## config.mk

```make
export PLATFORM = sky130hd
export DESIGN_NAME = tmr32_prescaled_chan
export DESIGN_NICKNAME = d
export VERILOG_FILES = /design/src/rtl/tmr32_pkg.sv /design/src/rtl/tmr32_prescaler.sv /design/src/rtl/tmr32_count_core.sv /design/src/rtl/tmr32_mode_reg.sv /design/src/rtl/tmr32_prescaled_chan.sv
export SDC_FILE = /design/constraint.sdc
export NUM_CORES = 1
export LEC_CHECK = 0
export ABC_AREA = 0
export BUFFER_PORTS_ARGS = -buffer_cell sky130_fd_sc_hd__buf_2
export CAP_MARGIN = 20
export CORE_ASPECT_RATIO = 2
export CORE_MARGIN = 2
export CORE_UTILIZATION = 60
export DETAILED_ROUTE_END_ITERATION = 16
export PLACE_DENSITY = 0.79
export SLEW_MARGIN = 30
export SYNTH_ARGS = -nofsm -noshare
export SYNTH_HDL_FRONTEND = slang
export SYNTH_SLANG_ARGS = --single-unit
```

## constraint.sdc

```tcl
create_clock -name clk_i -period 9.3 [get_ports clk_i]
set_clock_uncertainty 0.2 [all_clocks]
set_input_delay 2.79 -clock clk_i [delete_from_list [all_inputs] [get_ports clk_i]]
set_output_delay 2.79 -clock clk_i [all_outputs]
set_load 0.1 [all_outputs]
```

## src/rtl/tmr32_pkg.sv

```systemverilog
package tmr32_pkg;

    typedef enum logic [1:0] {
        SEL_COUNT  = 2'd0,
        SEL_MODE   = 2'd1,
        SEL_TARGET = 2'd2,
        SEL_NONE   = 2'd3
    } reg_sel_e;

    localparam int MODE_W = 16;

    typedef struct packed {
        logic [1:0] div_sel;
        logic       ovf_flag;
        logic       tgt_flag;
        logic       irq_n;
        logic       toggle;
        logic       rpt_en;
        logic       ovf_ie;
        logic       tgt_ie;
        logic       clr_on_tgt;
        logic [2:0] gate_cfg;
    } mode_t;

    localparam mode_t MODE_RST = '{div_sel: 2'b00, ovf_flag: 1'b0, tgt_flag: 1'b0,
                                   irq_n: 1'b1, toggle: 1'b0, rpt_en: 1'b0,
                                   ovf_ie: 1'b0, tgt_ie: 1'b0, clr_on_tgt: 1'b0,
                                   gate_cfg: 3'b000};

    function automatic mode_t word_to_mode(input logic [MODE_W-1:0] w);
        mode_t m;
        m.gate_cfg   = w[2:0];
        m.clr_on_tgt = w[3];
        m.tgt_ie     = w[4];
        m.ovf_ie     = w[5];
        m.rpt_en     = w[6];
        m.toggle     = w[7];
        m.irq_n      = 1'b1;
        m.tgt_flag   = 1'b0;
        m.ovf_flag   = 1'b0;
        m.div_sel    = w[14:13];
        return m;
    endfunction

    function automatic logic [MODE_W-1:0] mode_to_word(input mode_t m);
        logic [MODE_W-1:0] w;
        w        = '0;
        w[2:0]   = m.gate_cfg;
        w[3]     = m.clr_on_tgt;
        w[4]     = m.tgt_ie;
        w[5]     = m.ovf_ie;
        w[6]     = m.rpt_en;
        w[7]     = m.toggle;
        w[10]    = m.irq_n;
        w[11]    = m.tgt_flag;
        w[12]    = m.ovf_flag;
        w[14:13] = m.div_sel;
        return w;
    endfunction

endpackage

```

## src/rtl/tmr32_prescaler.sv

```systemverilog
module tmr32_prescaler #(
    parameter int DIV_SH1 = 3,
    parameter int DIV_SH2 = 4,
    parameter int DIV_SH3 = 8
) (
    input  logic       clk_i,
    input  logic       rst_ni,
    input  logic       tick_i,
    input  logic       run_i,
    input  logic       restart_i,
    input  logic [1:0] div_sel_i,
    output logic       step_o
);
    localparam int PRE_W = DIV_SH3;
    localparam logic [PRE_W-1:0] LIM1 = PRE_W'((1 << DIV_SH1) - 1);
    localparam logic [PRE_W-1:0] LIM2 = PRE_W'((1 << DIV_SH2) - 1);
    localparam logic [PRE_W-1:0] LIM3 = PRE_W'((1 << DIV_SH3) - 1);

    typedef struct packed {
        logic [PRE_W-1:0] phase;
    } pre_st_t;

    pre_st_t          st_d, st_q;
    logic [PRE_W-1:0] lim;

    always_comb begin
        st_d   = st_q;
        step_o = 1'b0;
        case (div_sel_i)
            2'd0:    lim = '0;
            2'd1:    lim = LIM1;
            2'd2:    lim = LIM2;
            default: lim = LIM3;
        endcase
        if (restart_i) begin
            st_d.phase = '0;
        end else if (run_i && tick_i) begin
            if (st_q.phase >= lim) begin
                st_d.phase = '0;
                step_o     = 1'b1;
            end else begin
                st_d.phase = st_q.phase + 1'b1;
            end
        end
    end

    always_ff @(posedge clk_i or negedge rst_ni) begin
        if (!rst_ni) st_q <= '0;
        else         st_q <= st_d;
    end


    phase_range_chk: assert property (@(posedge clk_i) disable iff (!rst_ni)
        st_q.phase <= lim);


    phase_hold_chk: assert property (@(posedge clk_i) disable iff (!rst_ni)
        (!run_i && !restart_i) |=> st_q.phase == $past(st_q.phase));

endmodule

```

## src/rtl/tmr32_count_core.sv

```systemverilog
module tmr32_count_core #(
    parameter int CNT_W = 32
) (
    input  logic             clk_i,
    input  logic             rst_ni,
    input  logic             step_i,
    input  logic             mode_wr_i,
    input  logic             cnt_wr_i,
    input  logic             tgt_wr_i,
    input  logic [CNT_W-1:0] wdata_i,
    input  logic             clr_on_tgt_i,
    input  logic             rpt_en_i,
    output logic [CNT_W-1:0] cnt_o,
    output logic [CNT_W-1:0] tgt_o,
    output logic             tgt_evt_o,
    output logic             ovf_evt_o
);
    typedef struct packed {
        logic [CNT_W-1:0] cnt;
        logic [CNT_W-1:0] tgt;
        logic             armed;
    } core_st_t;

    core_st_t         st_d, st_q;
    logic [CNT_W-1:0] nxt;
    logic             at_max;

    always_comb begin
        st_d      = st_q;
        tgt_evt_o = 1'b0;
        ovf_evt_o = 1'b0;
        nxt       = st_q.cnt + 1'b1;
        at_max    = &st_q.cnt;
        if (step_i) begin
            if (at_max) begin
                st_d.cnt   = '0;
                st_d.armed = 1'b1;
                ovf_evt_o  = 1'b1;
            end else if (st_q.armed && (nxt >= st_q.tgt)) begin
                tgt_evt_o = 1'b1;
                if (clr_on_tgt_i) begin
                    st_d.cnt   = nxt - st_q.tgt;
                    st_d.armed = rpt_en_i;
                end else begin
                    st_d.cnt   = nxt;
                    st_d.armed = 1'b0;
                end
            end else begin
                st_d.cnt = nxt;
            end
        end
        if (mode_wr_i) begin
            st_d.cnt   = '0;
            st_d.armed = 1'b1;
        end else if (cnt_wr_i) begin
            st_d.cnt   = wdata_i;
            st_d.armed = 1'b1;
        end else if (tgt_wr_i) begin
            st_d.tgt   = wdata_i;
            st_d.armed = (wdata_i > st_d.cnt);
        end
    end

    always_ff @(posedge clk_i or negedge rst_ni) begin
        if (!rst_ni) st_q <= '0;
        else         st_q <= st_d;
    end

    assign cnt_o = st_q.cnt;
    assign tgt_o = st_q.tgt;


    wrap_zero_chk: assert property (@(posedge clk_i) disable iff (!rst_ni)
        (step_i && (&st_q.cnt) && !mode_wr_i && !cnt_wr_i && !tgt_wr_i)
        |=> (st_q.cnt == '0) && st_q.armed);


    mode_clear_chk: assert property (@(posedge clk_i) disable iff (!rst_ni)
        mode_wr_i |=> (st_q.cnt == '0) && st_q.armed);


    late_target_chk: assert property (@(posedge clk_i) disable iff (!rst_ni)
        (tgt_wr_i && !step_i && !mode_wr_i && !cnt_wr_i && (wdata_i <= st_q.cnt))
        |=> !st_q.armed);

endmodule

```

## src/rtl/tmr32_mode_reg.sv

```systemverilog
module tmr32_mode_reg
    import tmr32_pkg::*;
(
    input  logic              clk_i,
    input  logic              rst_ni,
    input  logic              wr_i,
    input  logic [MODE_W-1:0] wdata_i,
    input  logic              tgt_evt_i,
    input  logic              ovf_evt_i,
    output mode_t             mode_o,
    output logic              irq_o
);
    typedef struct packed {
        mode_t mode;
        logic  irq;
    } mreg_st_t;

    mreg_st_t st_d, st_q;
    logic     hit_tgt, hit_ovf;

    always_comb begin
        st_d     = st_q;
        hit_tgt  = tgt_evt_i && st_q.mode.tgt_ie;
        hit_ovf  = ovf_evt_i && st_q.mode.ovf_ie;
        st_d.irq = 1'b0;
        if (wr_i) begin
            st_d.mode = word_to_mode(wdata_i);
        end else begin
            if (hit_tgt) st_d.mode.tgt_flag = 1'b1;
            if (hit_ovf) st_d.mode.ovf_flag = 1'b1;
            if ((hit_tgt || hit_ovf) && st_q.mode.toggle) st_d.mode.irq_n = 1'b0;
            st_d.irq = hit_tgt || hit_ovf;
        end
    end

    always_ff @(posedge clk_i or negedge rst_ni) begin
        if (!rst_ni) begin
            st_q.mode <= MODE_RST;
            st_q.irq  <= 1'b0;
        end else begin
            st_q <= st_d;
        end
    end

    assign mode_o = st_q.mode;
    assign irq_o  = st_q.irq;


    mode_wr_flag_chk: assert property (@(posedge clk_i) disable iff (!rst_ni)
        wr_i |=> st_q.mode.irq_n && !st_q.mode.tgt_flag && !st_q.mode.ovf_flag);


    irq_cause_chk: assert property (@(posedge clk_i) disable iff (!rst_ni)
        st_q.irq |-> (st_q.mode.tgt_flag || st_q.mode.ovf_flag));


    irq_src_chk: assert property (@(posedge clk_i) disable iff (!rst_ni)
        (!tgt_evt_i && !ovf_evt_i) |=> !st_q.irq);

endmodule

```

## src/rtl/tmr32_prescaled_chan.sv

```systemverilog
module tmr32_prescaled_chan
    import tmr32_pkg::*;
#(
    parameter int CNT_W   = 32,
    parameter int DIV_SH1 = 3,
    parameter int DIV_SH2 = 4,
    parameter int DIV_SH3 = 8
) (
    input  logic             clk_i,
    input  logic             rst_ni,
    input  logic             tick_en_i,
    input  logic             bus_wr_i,
    input  logic [1:0]       bus_sel_i,
    input  logic [CNT_W-1:0] bus_wdata_i,
    output logic [CNT_W-1:0] bus_rdata_o,
    output logic             irq_o
);
    reg_sel_e         sel;
    logic             mode_wr, cnt_wr, tgt_wr;
    logic             stopped, step;
    logic             tgt_evt, ovf_evt;
    mode_t            mode;
    logic [CNT_W-1:0] cnt, tgt;

    assign sel     = reg_sel_e'(bus_sel_i);
    assign mode_wr = bus_wr_i && (sel == SEL_MODE);
    assign cnt_wr  = bus_wr_i && (sel == SEL_COUNT);
    assign tgt_wr  = bus_wr_i && (sel == SEL_TARGET);
    assign stopped = (mode.gate_cfg == 3'b001) || (mode.gate_cfg == 3'b111);

    tmr32_prescaler #(
        .DIV_SH1 (DIV_SH1),
        .DIV_SH2 (DIV_SH2),
        .DIV_SH3 (DIV_SH3)
    ) pre_i (
        .clk_i     (clk_i),
        .rst_ni    (rst_ni),
        .tick_i    (tick_en_i),
        .run_i     (!stopped),
        .restart_i (mode_wr),
        .div_sel_i (mode.div_sel),
        .step_o    (step)
    );

    tmr32_count_core #(
        .CNT_W (CNT_W)
    ) core_i (
        .clk_i        (clk_i),
        .rst_ni       (rst_ni),
        .step_i       (step),
        .mode_wr_i    (mode_wr),
        .cnt_wr_i     (cnt_wr),
        .tgt_wr_i     (tgt_wr),
        .wdata_i      (bus_wdata_i),
        .clr_on_tgt_i (mode.clr_on_tgt),
        .rpt_en_i     (mode.rpt_en),
        .cnt_o        (cnt),
        .tgt_o        (tgt),
        .tgt_evt_o    (tgt_evt),
        .ovf_evt_o    (ovf_evt)
    );

    tmr32_mode_reg mreg_i (
        .clk_i     (clk_i),
        .rst_ni    (rst_ni),
        .wr_i      (mode_wr),
        .wdata_i   (bus_wdata_i[MODE_W-1:0]),
        .tgt_evt_i (tgt_evt),
        .ovf_evt_i (ovf_evt),
        .mode_o    (mode),
        .irq_o     (irq_o)
    );

    always_comb begin
        case (sel)
            SEL_COUNT:  bus_rdata_o = cnt;
            SEL_MODE:   bus_rdata_o = CNT_W'(mode_to_word(mode));
            SEL_TARGET: bus_rdata_o = tgt;
            default:    bus_rdata_o = '0;
        endcase
    end


    stop_hold_chk: assert property (@(posedge clk_i) disable iff (!rst_ni)
        (stopped && !bus_wr_i) |=> $stable(cnt));


    no_tick_hold_chk: assert property (@(posedge clk_i) disable iff (!rst_ni)
        (!tick_en_i && !bus_wr_i) |=> $stable(cnt));

endmodule

```

# Word level (Yosys, flattened, before mapping)

Cells that the tools add are included.

Add/sub/neg operators: 3
Magnitude comparators: 3
Equal/unequal tests: 6
Multiplexer cells: 31
Bitwise gates (word level): 2
Reductions and logical operators: 22

Operators by type and width:

| cell                                                             | count |
|---|---|
| 32-bit two-way mux                                               | 6 |
| 32-bit case mux with 3 select lines                              | 1 |
| 32-bit by 1-bit adder with 32-bit output (second input constant) | 1 |
| 32-bit >= comparator                                             | 1 |
| 32-bit greater-than comparator                                   | 1 |
| 32-bit AND reduction                                             | 1 |
| 32-bit subtractor                                                | 1 |
| 8-bit two-way mux                                                | 3 |
| 8-bit case mux with 3 select lines                               | 1 |
| 1-bit two-way mux                                                | 19 |
| 8-bit by 1-bit adder with 8-bit output (second input constant)   | 1 |
| 8-bit >= comparator                                              | 1 |
| 1-bit logical AND                                                | 8 |
| 2-bit nonzero test                                               | 4 |
| 5-bit nonzero test                                               | 1 |
| 2-bit by 1-bit == test with 1-bit output (second input constant) | 2 |
| 2-bit == test (second input constant)                            | 2 |
| 2-bit logical NOT                                                | 2 |
| 4-bit nonzero test                                               | 1 |
| 3-bit by 1-bit == test with 1-bit output (second input constant) | 1 |
| 3-bit == test (second input constant)                            | 1 |
| 3-bit two-way mux                                                | 1 |
| 3-bit AND reduction                                              | 1 |
| 1-bit logical OR                                                 | 2 |
| other kinds (3)                                                  | 4 |

Flip-flop bits (word level): 87
Bits of input ports: 38
Output and inout bits: 33
Logic and storage cells: 82

# Logic depth before layout (Yosys ltp)

Depth in word-level cells: 12
Gate-level depth with buffers: 29
Mapped depth without buffers: 26

# Modules after synthesis

A second synthesis with hierarchy kept.

Cells, all modules: 1101
Area, all modules: 8959.8 sq um

By module, submodules not included:

| module               | times used | cells each | area each (sq um) | sequential area each (sq um) |
|---|---|---|---|---|
| tmr32_count_core     | 1          | 915        | 7165.6            | 1626.6 |
| tmr32_prescaled_chan | 1          | 80         | 640.6             | 0.0 |
| tmr32_prescaler      | 1          | 71         | 598.1             | 200.2 |
| tmr32_mode_reg       | 1          | 35         | 555.5             | 351.6 |

# Worst setup path after synthesis

OpenSTA, ideal clock, no wires.

Path kind: input to output
Start: in bus_sel_i[0]
End: out bus_rdata_o[10]
Data arrival time: 5.814 ns
Required time: 6.310 ns
Path slack: 0.496 ns
Stages: 4
Path buffers: 2
Path through: clkbuf_1 -> buf_1 -> mux2i_1 -> o21ai_0

Longest elaborated chain between the ends: 2
Elaborated cells on any way between the ends: 4
Classes of those cells: eq/ne: 2; mux: 1; reduce/logical: 1

RTL lines:

| element                                     | line                       | RTL |
|---|---|---|
| start, declared                             | tmr32_prescaled_chan.sv:13 | `input logic [1:0] bus_sel_i,` |
| 2-bit == test, or another cell as far along | tmr32_prescaled_chan.sv:75 | `case (sel)` |
| 32-bit case mux with 3 select lines (*)     | tmr32_prescaled_chan.sv:75 |  |
| end, declared                               | tmr32_prescaled_chan.sv:15 | `output logic [CNT_W-1:0] bus_rdata_o,` |

Every way passes the cells marked *; elsewhere a longest branch is shown, timed or not.

# Final worst setup path

Start: reg core_i.st_q (netlist bit core_i.cnt_o[8])
End: reg core_i.st_q[0] in the netlist's numbering

Longest elaborated chain between the ends: 10
Elaborated cells on any way between the ends: 17
Classes of those cells: add/sub: 2; order compare: 2; mux: 9; reduce/logical: 4

RTL lines:

| element                                                          | line                                           | RTL |
|---|---|---|
| start, declared                                                  | tmr32_count_core.sv:24                         | `core_st_t st_d, st_q;` |
| start signal, assigned                                           | tmr32_count_core.sv:66                         | `else st_q <= st_d;` |
| 32-bit by 1-bit adder with 32-bit output                         | tmr32_count_core.sv:32                         | `nxt = st_q.cnt + 1'b1;` |
| 32-bit subtractor / 32-bit >= comparator (equally long branches) | tmr32_count_core.sv:42, tmr32_count_core.sv:39 |  |
| 32-bit two-way mux / 1-bit logical AND (equally long branches)   | tmr32_count_core.sv:41, tmr32_count_core.sv:39 |  |
| 32-bit two-way mux                                               | tmr32_count_core.sv:39                         | `end else if (st_q.armed && (nxt >= st_q.tgt)) begin` |
| 32-bit two-way mux                                               | tmr32_count_core.sv:35                         | `if (at_max) begin` |
| 32-bit two-way mux                                               | tmr32_count_core.sv:34                         | `if (step_i) begin` |
| 32-bit greater-than comparator                                   | tmr32_count_core.sv:60                         | `st_d.armed = (wdata_i > st_d.cnt);` |
| 1-bit two-way mux                                                | tmr32_count_core.sv:58                         | `end else if (tgt_wr_i) begin` |
| 1-bit two-way mux                                                | tmr32_count_core.sv:55                         | `end else if (cnt_wr_i) begin` |
| 1-bit two-way mux                                                | tmr32_count_core.sv:52                         | `if (mode_wr_i) begin` |

Several ways; a longest one is shown, not always the timed one. The select of a mux whose other input is x is not followed.
A chain may end at the register's enable or synchronous reset.

==> summary.md <==
| Metric | Value |
|---|---|
| CP max FO | `24` |
| Vias | `roughly 7900` |
| Synth Net Count | `roughly 1100` |
| Lkg Pwr | `~4.2 nW` |
| Final Hold Viols | `0` |
| Area occupied by multi-input gates | `approximately 5700 um^2` |
| Slew of the pin with the lowest slew margin | `approximately 990 ps` |
| Starting Density | `about three fifths` |
| Peak supply drop | `around 150 uV` |
| Rel. slew slack | `around 34%` |
| First-pass detailed-route iteration total | `6` |
| Count of hold-fix buffers inserted at cts | `0` |
| Register Area | `~2200 um^2` |
| Period utilization | `82.1%` |
| Outcome | `finished, final reports clean` |
| Total power | `~2.4 mW` |
| Critical path data arrival time | `7640 ps` |
| Post-Syn Area | `8280 um^2` |
| Total CTS buffers | `9` |
| GRT Util Overall | `between 30% and 40%` |
| DRC | `0` |
| Unrepaired setup endpoints after global routing | `false` |
| Pwr/cell area | `~270 nW/um^2` |
| Yosys warnings | `0` |
| Library cells used by synthesis | `74` |
| Mapped Avg Cell Area | `roughly 8.3 um^2` |
| Final setup vio count | `0` |
| Clk buf depth | `2` |
| Crit-path most repeated cell | `a21o_1` |
| Share of cells above drive strength 1 | `about 15%` |
| Post-route ant nets | `0` |
| Core box area | `around 13000 um^2` |
| Number of global-route vias before repair | `roughly 8000` |
| First-pass GRT wire length | `between 40 and 50 mm` |
| Sequential fraction of the synthesis area | `between 20% and 30%` |
| # resized after CTS | `0` |
| Max Cap Viol | `0` |
| TritonCTS clock tree | `yes` |
| Post-synth EDFFs | `0` |
| Detailed placer's ending HPWL | `just under 20 mm` |
| # rows | `60` |
| Final WL | `~26 mm` |
| Worst Path Required | `between 9000 and 10000 ps` |
| Mapped Cells | `1004` |
| Setup repair bufs after CTS | `0` |
| Initial antenna violation count | `0` |
| F_max | `between 0.1 and 0.15 GHz` |
| Top FF cell, synth | `dfrtp_1` |
| Fillers | `1192` |
| Die Ht | `between 150 and 200 um` |
| CP bufs+invs | `0` |
| H-tree levels | `3` |
| Drt wl/cell | `21.6 um` |
| Port-buffer cells | `70` |
| RD Place Congestion | `roughly 1` |
| Top cell family by delay on the critical path | `compound AO/OA/AOI/OAI gates` |
| Clock Latency Late Sink | `around 350 ps` |
| GRT overflow | `0` |
| I/O Pins | `between 70 and 80` |
| Max stage delay on crit path | `between 600 and 700 ps` |
| Register bit count reported by yosys | `just under 90` |
| Crit-path slowest cell | `a31o_2` |
| DRT iter0 DRCs | `502` |
| Asr flop ratio synth | `between 90% and 100%` |
| WS Path Type | `flop to flop` |
| NumNets Final | `between 1000 and 1500` |
| CTS root buffer | `clkbuf_16` |
| Post-route minimum period | `around 7600 ps` |
| Post-Route Setup TNS | `0 ps` |
| Clk sink count | `a little under 90` |
| Fin util | `around two thirds` |
| Hold_ws | `between 200 and 300 ps` |
| Via-to-Cell Ratio | `~6.6` |
| Largest net degree at the start of global routing | `64` |
| Hold crit path type | `flop to flop` |
| CP endpoint kind | `flop` |
| Die ar. | `around 15000 um^2` |
| Clock Pin Slew Worst Setup and Hold Paths | `around 70 ps` |
| Area grow syn2layout | `8.41%` |
| Max-slew violation count | `0` |
| Ant diodes | `0` |
| Die width | `87.1 um` |
| Critical Path Start Type | `flop` |
[cell usage in the layout (no fill, tap or decap), drive strengths merged, types with 31 or more instances in the layout]
master and n:
a21oi 86, buf 78, dfrtp 86, ha 74
inv 48, mux2 31, mux2i 39, nand2 97
nor2 74, o21ai 98, xnor2 38
[report_power, final]
part | leakage, nW | total (mW) | internal [mW] | switching, mW
Sequential | 1.07 | 0.581 | 0.460 | 0.121
Combinational | 2.94 | 1.41 | 0.523 | 0.890
Clock | 0.166 | 0.418 | 0.247 | 0.171
[cell families (layout without fill, tap and decap cells)]
logic type	count (synthesis)	after routing	synth area share [%]
XOR/XNOR	55	55	5.81
buffers and inverters	103	141	5.29
multiplexers	70	70	8.93
adder cells (fa/ha/maj)	75	75	11.4
flip-flops	87	87	26.3
AO/OA/AOI/OAI	304	304	23.5
AND/OR/NAND/NOR	310	310	18.8
[registers in the layout (all words and copies together), names as in the netlist]
signal	cells
core_i.cnt_o	32
core_i.st_q	1
core_i.tgt_o	32
mreg_i.irq_o	1
mreg_i.mode_o	13
pre_i.st_q	8
[per-stage QoR]
stage | worst slack, ps | area (um^2) | instances
4_1_cts | 1470 | 8980 | 1197
3_3_place_gp | 1560 | 8630 | 1181
3_5_place_dp | 1460 | 8640 | 1181
5_1_grt | 1300 | 8980 | 1197
2_1_floorplan | 496 | 8280 | 1004
6_report | 1660 | 8980 | 1197
[tightest hold or removal path, cell delays in order, from the launching register on]
cell,delay [ps]
dfstp_2,370
o21ai_0,60
nand2_1,60
[final timing paths]
kind	startpoint	to	slack (ps)	depth (start not counted)
max	core_i.cnt_o[8]	core_i.st_q[0]	1660	25
min	mreg_i.mode_o[8]	mreg_i.mode_o[8]	290	2
max reg2reg	core_i.cnt_o[8]	core_i.st_q[0]	1660	25
min reg2reg	mreg_i.mode_o[8]	mreg_i.mode_o[8]	290	2
max in group asynchronous	rst_ni	core_i.tgt_o[1]	5640	2
min in group asynchronous	rst_ni	core_i.tgt_o[8]	2150	1
[synth_stat cells (9+ instances only)]
cell type / count / area share [%]
mux2i_1: 39 / 4.7
nor2_1: 73 / 3.3
ha_1: 74 / 11
clkbuf_1: 30 / 1.4
a21o_1: 18 / 1.6
xor2_1: 17 / 1.8
dfrtp_1: 86 / 26
nand4_1: 27 / 2.0
o21a_1: 14 / 1.3
xnor2_1: 38 / 4.0
o21ai_0: 93 / 5.6
a21oi_1: 86 / 5.2
nand3_1: 26 / 1.6
mux2_2: 31 / 4.2
nand2_1: 95 / 4.3
or2_2: 9 / 0.68
inv_1: 47 / 2.1
buf_2: 16 / 0.97
and3_1: 20 / 1.5
[area by class of cell]
| cell class | instances | area share, % |
|---|---|---|
| repair buffers | 78 | 4.60 |
| multi-input cells | 814 | 63.2 |
| inverters | 47 | 1.96 |
| clock buffers | 10 | 2.66 |
| well taps | 155 | 2.16 |
| clock inverters | 6 | 1.14 |
| flip-flops and latches | 87 | 24.3 |
[routing by layer]
layer | vias up | part of all wire (%) | track usage (%)
li1 | 3724 | - | -
met1 | 3764 | 36 | 37.3
met2 | 330 | 53 | 64.6
met3 | 126 | 4.6 | 3.78
met4 | 0 | 6.8 | 21.6
met5 | - | 0 | 0
Note: power is estimated with default switching activity, not from simulation.
